==> src/rtl/eep_pkg.sv <==
package eep_pkg;
  localparam int BYTE_W = 8;
  localparam logic [3:0] DEV_PREFIX = 4'b1010;

  typedef enum logic [2:0] {
    ST_IDLE, ST_RX, ST_ACKO, ST_TX, ST_ACKI
  } bus_st_t;

  typedef enum logic [1:0] {
    K_DEV, K_WADDR, K_WDATA
  } kind_t;
endpackage

==> src/rtl/i2c_cond_det.sv <==
module i2c_cond_det #(
  parameter int SYNC_N = 2
) (
  input  logic clk,
  input  logic rst_n,
  input  logic scl_i,
  input  logic sda_i,
  output logic scl_s,
  output logic sda_s,
  output logic scl_rise,
  output logic scl_fall,
  output logic start_evt,
  output logic stop_evt
);
  logic [SYNC_N-1:0] scl_sy, sda_sy;
  logic scl_q, sda_q;

  always_ff @(posedge clk) begin
    if (!rst_n) begin
      scl_sy <= '1;
      sda_sy <= '1;
      scl_q  <= 1'b1;
      sda_q  <= 1'b1;
    end else begin
      scl_sy <= {scl_sy[SYNC_N-2:0], scl_i};
      sda_sy <= {sda_sy[SYNC_N-2:0], sda_i};
      scl_q  <= scl_sy[SYNC_N-1];
      sda_q  <= sda_sy[SYNC_N-1];
    end
  end

  assign scl_s     = scl_sy[SYNC_N-1];
  assign sda_s     = sda_sy[SYNC_N-1];
  assign scl_rise  = scl_s & ~scl_q;
  assign scl_fall  = ~scl_s & scl_q;
  assign start_evt = scl_s & scl_q & sda_q & ~sda_s;
  assign stop_evt  = scl_s & scl_q & ~sda_q & sda_s;
endmodule

==> src/rtl/eep_wr_timer.sv <==
module eep_wr_timer #(
  parameter int WR_CYCLES = 1250000,
  parameter int PAGE_W    = 2
) (
  input  logic clk,
  input  logic rst_n,
  input  logic go,
  input  logic [eep_pkg::BYTE_W-PAGE_W-1:0] page_in,
  input  logic [(1<<PAGE_W)-1:0] mask_in,
  input  logic [(1<<PAGE_W)-1:0][eep_pkg::BYTE_W-1:0] data_in,
  output logic busy,
  output logic commit,
  output logic [eep_pkg::BYTE_W-PAGE_W-1:0] pend_page,
  output logic [(1<<PAGE_W)-1:0] pend_mask,
  output logic [(1<<PAGE_W)-1:0][eep_pkg::BYTE_W-1:0] pend_data
);
  localparam int CNT_W = $clog2(WR_CYCLES + 1);
  logic [CNT_W-1:0] cnt;

  always_ff @(posedge clk) begin
    if (!rst_n) begin
      busy      <= 1'b0;
      cnt       <= '0;
      pend_page <= '0;
      pend_mask <= '0;
      pend_data <= '0;
    end else if (go && !busy) begin
      busy      <= 1'b1;
      cnt       <= CNT_W'(WR_CYCLES - 1);
      pend_page <= page_in;
      pend_mask <= mask_in;
      pend_data <= data_in;
    end else if (busy) begin
      if (cnt == '0) busy <= 1'b0;
      else           cnt  <= cnt - 1'b1;
    end
  end

  assign commit = busy && (cnt == '0);
endmodule

==> src/rtl/eep_array.sv <==
module eep_array #(
  parameter int PAGE_W = 2
) (
  input  logic clk,
  input  logic rst_n,
  input  logic [eep_pkg::BYTE_W-1:0] raddr,
  output logic [eep_pkg::BYTE_W-1:0] rdata,
  input  logic commit,
  input  logic [eep_pkg::BYTE_W-PAGE_W-1:0] page,
  input  logic [(1<<PAGE_W)-1:0] mask,
  input  logic [(1<<PAGE_W)-1:0][eep_pkg::BYTE_W-1:0] data
);
  localparam int DEPTH = 1 << eep_pkg::BYTE_W;
  localparam int PAGE_BYTES = 1 << PAGE_W;
  logic [eep_pkg::BYTE_W-1:0] mem [DEPTH];

  always_ff @(posedge clk) begin
    if (!rst_n) begin
      for (int a = 0; a < DEPTH; a++) mem[a] <= '0;
    end else if (commit) begin
      for (int i = 0; i < PAGE_BYTES; i++)
        if (mask[i]) mem[{page, PAGE_W'(i)}] <= data[i];
    end
  end

  assign rdata = mem[raddr];
endmodule

==> src/rtl/eep_bus_core.sv <==
module eep_bus_core
  import eep_pkg::*;
#(
  parameter int PAGE_W = 2
) (
  input  logic clk,
  input  logic rst_n,
  input  logic sda_s,
  input  logic scl_rise,
  input  logic scl_fall,
  input  logic start_evt,
  input  logic stop_evt,
  input  logic [2:0] strap_i,
  input  logic wc_i,
  input  logic busy,
  input  logic [BYTE_W-1:0] rdata,
  output logic [BYTE_W-1:0] ptr_q,
  output logic sda_oe,
  output logic go,
  output logic [(1<<PAGE_W)-1:0] vmask,
  output logic [(1<<PAGE_W)-1:0][BYTE_W-1:0] pbuf,
  output bus_st_t st_o,
  output kind_t kind_o
);
  bus_st_t st;
  kind_t   kind;
  logic [3:0] bit_cnt;
  logic [BYTE_W-1:0] shreg;
  logic rw, mack;

  assign go     = stop_evt && (|vmask) && !wc_i && !busy;
  assign st_o   = st;
  assign kind_o = kind;

  always_ff @(posedge clk) begin
    if (!rst_n) begin
      st      <= ST_IDLE;
      kind    <= K_DEV;
      bit_cnt <= '0;
      shreg   <= '0;
      rw      <= 1'b0;
      mack    <= 1'b0;
      ptr_q   <= '0;
      sda_oe  <= 1'b0;
      vmask   <= '0;
      pbuf    <= '0;
    end else if (start_evt) begin
      st      <= ST_RX;
      kind    <= K_DEV;
      bit_cnt <= '0;
      sda_oe  <= 1'b0;
      vmask   <= '0;
    end else if (stop_evt) begin
      st     <= ST_IDLE;
      sda_oe <= 1'b0;
      vmask  <= '0;
    end else begin
      unique case (st)
        ST_RX: begin
          if (scl_rise) begin
            shreg   <= {shreg[BYTE_W-2:0], sda_s};
            bit_cnt <= bit_cnt + 4'd1;
          end else if (scl_fall && bit_cnt == 4'd8) begin
            bit_cnt <= '0;
            unique case (kind)
              K_DEV: begin
                if (shreg[7:1] == {DEV_PREFIX, strap_i} && !busy) begin
                  sda_oe <= 1'b1;
                  rw     <= shreg[0];
                  st     <= ST_ACKO;
                end else begin
                  st <= ST_IDLE;
                end
              end
              K_WADDR: begin
                ptr_q  <= shreg;
                sda_oe <= 1'b1;
                st     <= ST_ACKO;
              end
              default: begin
                pbuf[ptr_q[PAGE_W-1:0]]  <= shreg;
                vmask[ptr_q[PAGE_W-1:0]] <= 1'b1;
                ptr_q[PAGE_W-1:0]        <= ptr_q[PAGE_W-1:0] + PAGE_W'(1);
                sda_oe <= 1'b1;
                st     <= ST_ACKO;
              end
            endcase
          end
        end
        ST_ACKO: begin
          if (scl_fall) begin
            bit_cnt <= '0;
            if (kind == K_DEV && rw) begin
              shreg  <= rdata;
              sda_oe <= ~rdata[BYTE_W-1];
              ptr_q  <= ptr_q + 1'b1;
              st     <= ST_TX;
            end else begin
              sda_oe <= 1'b0;
              kind   <= (kind == K_DEV) ? K_WADDR : K_WDATA;
              st     <= ST_RX;
            end
          end
        end
        ST_TX: begin
          if (scl_fall) begin
            if (bit_cnt == 4'd7) begin
              sda_oe <= 1'b0;
              st     <= ST_ACKI;
            end else begin
              shreg   <= {shreg[BYTE_W-2:0], 1'b0};
              sda_oe  <= ~shreg[BYTE_W-2];
              bit_cnt <= bit_cnt + 4'd1;
            end
          end
        end
        ST_ACKI: begin
          if (scl_rise) begin
            mack <= ~sda_s;
          end else if (scl_fall) begin
            if (mack) begin
              shreg   <= rdata;
              sda_oe  <= ~rdata[BYTE_W-1];
              ptr_q   <= ptr_q + 1'b1;
              bit_cnt <= '0;
              st      <= ST_TX;
            end else begin
              st <= ST_IDLE;
            end
          end
        end
        default: ;
      endcase
    end
  end
endmodule

==> src/rtl/i2c_page_eeprom.sv <==
module i2c_page_eeprom
  import eep_pkg::*;
#(
  parameter int WR_CYCLES = 1250000,
  parameter int PAGE_W    = 2,
  parameter int SYNC_N    = 2
) (
  input  logic       clk,
  input  logic       rst_n,
  input  logic       scl_i,
  input  logic       sda_i,
  output logic       sda_oe,
  input  logic [2:0] strap_i,
  input  logic       wc_i,
  output logic       busy_o
);
  localparam int PAGE_BYTES = 1 << PAGE_W;
  localparam int PAGE_AW    = BYTE_W - PAGE_W;

  logic scl_s, sda_s, scl_rise, scl_fall, start_evt, stop_evt;
  logic go, commit;
  logic [BYTE_W-1:0] ptr, rdata;
  logic [PAGE_BYTES-1:0] vmask, pend_mask;
  logic [PAGE_BYTES-1:0][BYTE_W-1:0] pbuf, pend_data;
  logic [PAGE_AW-1:0] pend_page;
  bus_st_t bus_st;
  kind_t   bus_kind;

  i2c_cond_det #(.SYNC_N(SYNC_N)) u_det (
    .clk(clk), .rst_n(rst_n), .scl_i(scl_i), .sda_i(sda_i),
    .scl_s(scl_s), .sda_s(sda_s), .scl_rise(scl_rise), .scl_fall(scl_fall),
    .start_evt(start_evt), .stop_evt(stop_evt)
  );

  eep_bus_core #(.PAGE_W(PAGE_W)) u_core (
    .clk(clk), .rst_n(rst_n), .sda_s(sda_s), .scl_rise(scl_rise),
    .scl_fall(scl_fall), .start_evt(start_evt), .stop_evt(stop_evt),
    .strap_i(strap_i), .wc_i(wc_i), .busy(busy_o), .rdata(rdata),
    .ptr_q(ptr), .sda_oe(sda_oe), .go(go), .vmask(vmask), .pbuf(pbuf),
    .st_o(bus_st), .kind_o(bus_kind)
  );

  eep_wr_timer #(.WR_CYCLES(WR_CYCLES), .PAGE_W(PAGE_W)) u_tmr (
    .clk(clk), .rst_n(rst_n), .go(go), .page_in(ptr[BYTE_W-1:PAGE_W]),
    .mask_in(vmask), .data_in(pbuf), .busy(busy_o), .commit(commit),
    .pend_page(pend_page), .pend_mask(pend_mask), .pend_data(pend_data)
  );

  eep_array #(.PAGE_W(PAGE_W)) u_arr (
    .clk(clk), .rst_n(rst_n), .raddr(ptr), .rdata(rdata),
    .commit(commit), .page(pend_page), .mask(pend_mask), .data(pend_data)
  );
endmodule

==> config.mk <==
export PLATFORM = sky130hd
export DESIGN_NAME = i2c_page_eeprom
export DESIGN_NICKNAME = d
export VERILOG_FILES = /design/src/rtl/eep_pkg.sv /design/src/rtl/i2c_cond_det.sv /design/src/rtl/eep_wr_timer.sv /design/src/rtl/eep_array.sv /design/src/rtl/eep_bus_core.sv /design/src/rtl/i2c_page_eeprom.sv
export SDC_FILE = /design/constraint.sdc
export NUM_CORES = 2
export LEC_CHECK = 0
export BUFFER_PORTS_ARGS = -buffer_cell sky130_fd_sc_hd__clkbuf_2
export CAP_MARGIN = 40
export CORE_ASPECT_RATIO = 0.9
export CORE_MARGIN = 2
export CORE_UTILIZATION = 55
export CTS_BUF_LIST = sky130_fd_sc_hd__clkbuf_8
export CTS_CLUSTER_DIAMETER = 50
export DETAILED_ROUTE_END_ITERATION = 7
export GPL_ROUTABILITY_DRIVEN = 0
export PLACE_DENSITY = 0.78
export SLEW_MARGIN = 20
export SYNTH_ARGS = -nofsm -noshare
export SYNTH_HDL_FRONTEND = slang
export SYNTH_SLANG_ARGS = --single-unit
==> constraint.sdc <==
create_clock -name clk -period 6.2 [get_ports clk]
set_input_delay 0.93 -clock clk [delete_from_list [all_inputs] [get_ports clk]]
set_output_delay 0.93 -clock clk [all_outputs]
set_load 0.05 [all_outputs]
==> results.sh <==
export IMPL_status="complete, but fails checks"
export IMPL_grt_max_degree=175
export IMPL_syn_inst=6962
export IMPL_final_hold_violation_count=0
export IMPL_synth_flop_cell="edfxtp_1"
export IMPL_yosysUniqueCellTypes=81
export IMPL_start_kind="flip-flop"
export IMPL_ir_worst_vdd_v=0.0001756
export IMPL_powerDensity_nw_per_um2=274.5
export IMPL_synth_edf_count=2048
export IMPL_ys_seq_elements=2182
export IMPL_drc_errors=6
export IMPL_rr_worst_depth=9
export IMPL_criticalPathCategory="reg2reg"
export IMPL_ys_warn_count=0
export IMPL_antenna_found_initial=19
export IMPL_period_share_pct=75.02
export IMPL_die_width_um=443.6
export IMPL_core_area_um2=173300
export IMPL_finalSetupViolCount=0
export IMPL_areaGrowthSynthToFinish_pct=10.62
export IMPL_placed_cell_area_um2=99620
export IMPL_fin_area_um2=105800
export IMPL_drt_iter0_markers=14464
export IMPL_max_stage_delay_ps=800
export IMPL_cts_hold_buf=0
export IMPL_fmax_mhz=215.0
export IMPL_clock_latency_ps=1090
export IMPL_hold_path_depth=2
export IMPL_final_net_count=7137
export IMPL_rsz0062_at_grt="false"
export IMPL_path_cells="buf_12 > buf_4 > mux4_2 > mux2_2 > a221oi_1 > a211oi_1 > a311oi_1 > nor4_1 > a211o_1"
export IMPL_failed_checks="DRC"
export IMPL_hpwl_um=188100
export IMPL_yosysTopAreaCell="edfxtp_1"
export IMPL_whs_ps=115.3
export IMPL_overflow=0
export IMPL_h_tree_depth=5
export IMPL_dr_pass1_iters=8
export IMPL_cap_violations=0
export IMPL_multi_input_area_um2=28240
export IMPL_die_area_um2=177300
export IMPL_yosysMostFrequentCell="nor2_1"
export IMPL_critPathSlowestCell="a311oi_1"
export IMPL_ys_seq_area_share_pct=67.09
export IMPL_clk_pin_slew_ps=60
export IMPL_worst_slew_pin_slew_ps=1090
export IMPL_io_buffers=9
export IMPL_drive_above_1_share_pct=20.17
export IMPL_p_leak_uw=0.03334
export IMPL_root_buffer="clkbuf_8"
export IMPL_regArea_um2=64200
export IMPL_clock_path_buffers=4
export IMPL_fill_cells=12220
export IMPL_via_per_inst=6.841
export IMPL_cp_data_arrival_time_ps=5620
export IMPL_start_util_pct=55.22
export IMPL_path_max_fanout=48
export IMPL_ctsResizeCount=0
export IMPL_finClkSkew_ps=98.29
export IMPL_report_final_slew_viol_count=0
export IMPL_synthTopCellsByCount="nor2_1 (2,133), edfxtp_1 (2,048), mux4_2 (491)"
export IMPL_synth_top_area_share_pct=64.28
export IMPL_clock_sinks=2182
export IMPL_cts_made_buffers=341
export IMPL_critPathCaptureType="flip-flop"
export IMPL_min_path_type="in2reg"
export IMPL_synth_area_um2=95670
export IMPL_synth_area_leaders="edfxtp_1 (64%), mux4_2 (12%), nor2_1 (8.4%)"
export IMPL_grtUsageTotal_pct=34.30
export IMPL_rows=145
export IMPL_cts_tree="yes"
export IMPL_ys_async_sr_fraction_pct=0
export IMPL_first_global_vias=62872
export IMPL_synth_nets=6978
export IMPL_grt_first_pass_wirelength_um=435000
export IMPL_fin_crit_ps=4651
export IMPL_ant_nets=0
export IMPL_tns_ps=0
export IMPL_worst_ep_required_time_ps=7170
export IMPL_ios=10
export IMPL_syn_area_per_cell_um2=13.74
export IMPL_slew_headroom_pct=27.32
export IMPL_wire_per_inst_um=31.83
export IMPL_vias=66032
export IMPL_cts_setup_buffers=0
export IMPL_die_h_um=399.7
export IMPL_routed_wirelength_um=307200
stage by stage:
step | power (uW) | setup slack [ps] | utilization (%) | cells
floorplan | 17710 | 3249 | - | 6962
global placement | 18100 | 1209 | 56.83 | 8941
detailed placement | 18200 | 1793 | 57.50 | 9024
CTS | 28940 | 1803 | 60.91 | 9604
global route | 29650 | 1582 | 61.07 | 9641
finish | 29050 | 1549 | 61.08 | 9652
layer usage:
layer	global-route usage (%)	vias to the layer above	wire length [um]
met3	14.20	1402	58570
met1	44.62	32018	97410
met2	48.67	6848	129900
met4	19.58	26	20570
met5	1.910	-	708
li1	-	25738	-
cells by family after synthesis:
group           synth area share [%]
simple gates                   10.88
flops                          67.09
buf+inv                        3.667
mux                            13.79
compound gates                 4.254
xor+xnor                      0.2197
fa+ha+maj                     0.1046
state kept, by name (all words and copies together), names as in the netlist:
register	count
u_core.st_o	3
u_core.bit_cnt	4
u_core.sda_oe	1
u_det.sda_sy	2
u_det.scl_q	1
u_core.pbuf	32
u_core.kind_o	2
u_core.vmask	4
u_arr.mem	2048
u_core.rw	1
u_det.sda_q	1
u_det.scl_sy	2
u_tmr.pend_data	32
u_tmr.busy	1
u_tmr.cnt	21
u_tmr.pend_page	6
u_core.ptr_q	8
u_core.mack	1
u_tmr.pend_mask	4
u_core.shreg	8
placed cells by master, fill, tap and decap left out, types with 31 or more instances in the layout:
master / count
clkbuf_8: 358
nor2_1: 2131
clkinv_2: 34
mux2i_1: 201
o21ai_0: 249
buf_4: 400
clkinv_1: 65
nand2_4: 36
a21oi_1: 141
o21ai_1: 62
nand2_1: 330
edfxtp_1: 2048
buf_2: 31
mux4_2: 491
inv_1: 129
dfxtp_1: 128
worst paths after layout:
path | endpoint | slack [ps] | from
setup reg to reg | u_core.shreg[6] | 1550 | u_core.ptr_q[0]
hold / removal | u_det.sda_sy[0] | 120 | sda_i
setup / recovery | u_core.shreg[6] | 1550 | u_core.ptr_q[0]
hold reg to reg | u_det.sda_sy[1] | 420 | u_det.sda_sy[0]
cell type report:
cell class	count	share of cell area (%)
Antenna cell	16	0.03783
Clock buffer	357	4.643
Clock inverter	223	0.9434
Inverter	22	0.08512
Multi-Input combinational cell	4064	26.69
Sequential cell	2182	60.66
Tap cell	2278	2.693
Timing Repair Buffer	510	4.249
critical path, delay by kind of cell (launching register included):
kind                   cells  cell delay [ps]
AND/OR/NAND/NOR            1              260
multiplexers               2              850
AO/OA/AOI/OAI              4             1790
buffers and inverters      2              890
flip-flops                 1              700
power by group:
part / internal, uW / switching, uW
logic: 388 / 613
registers: 16700 / 210
clock network: 5420 / 5680
(Power assumes the default switching activity.)
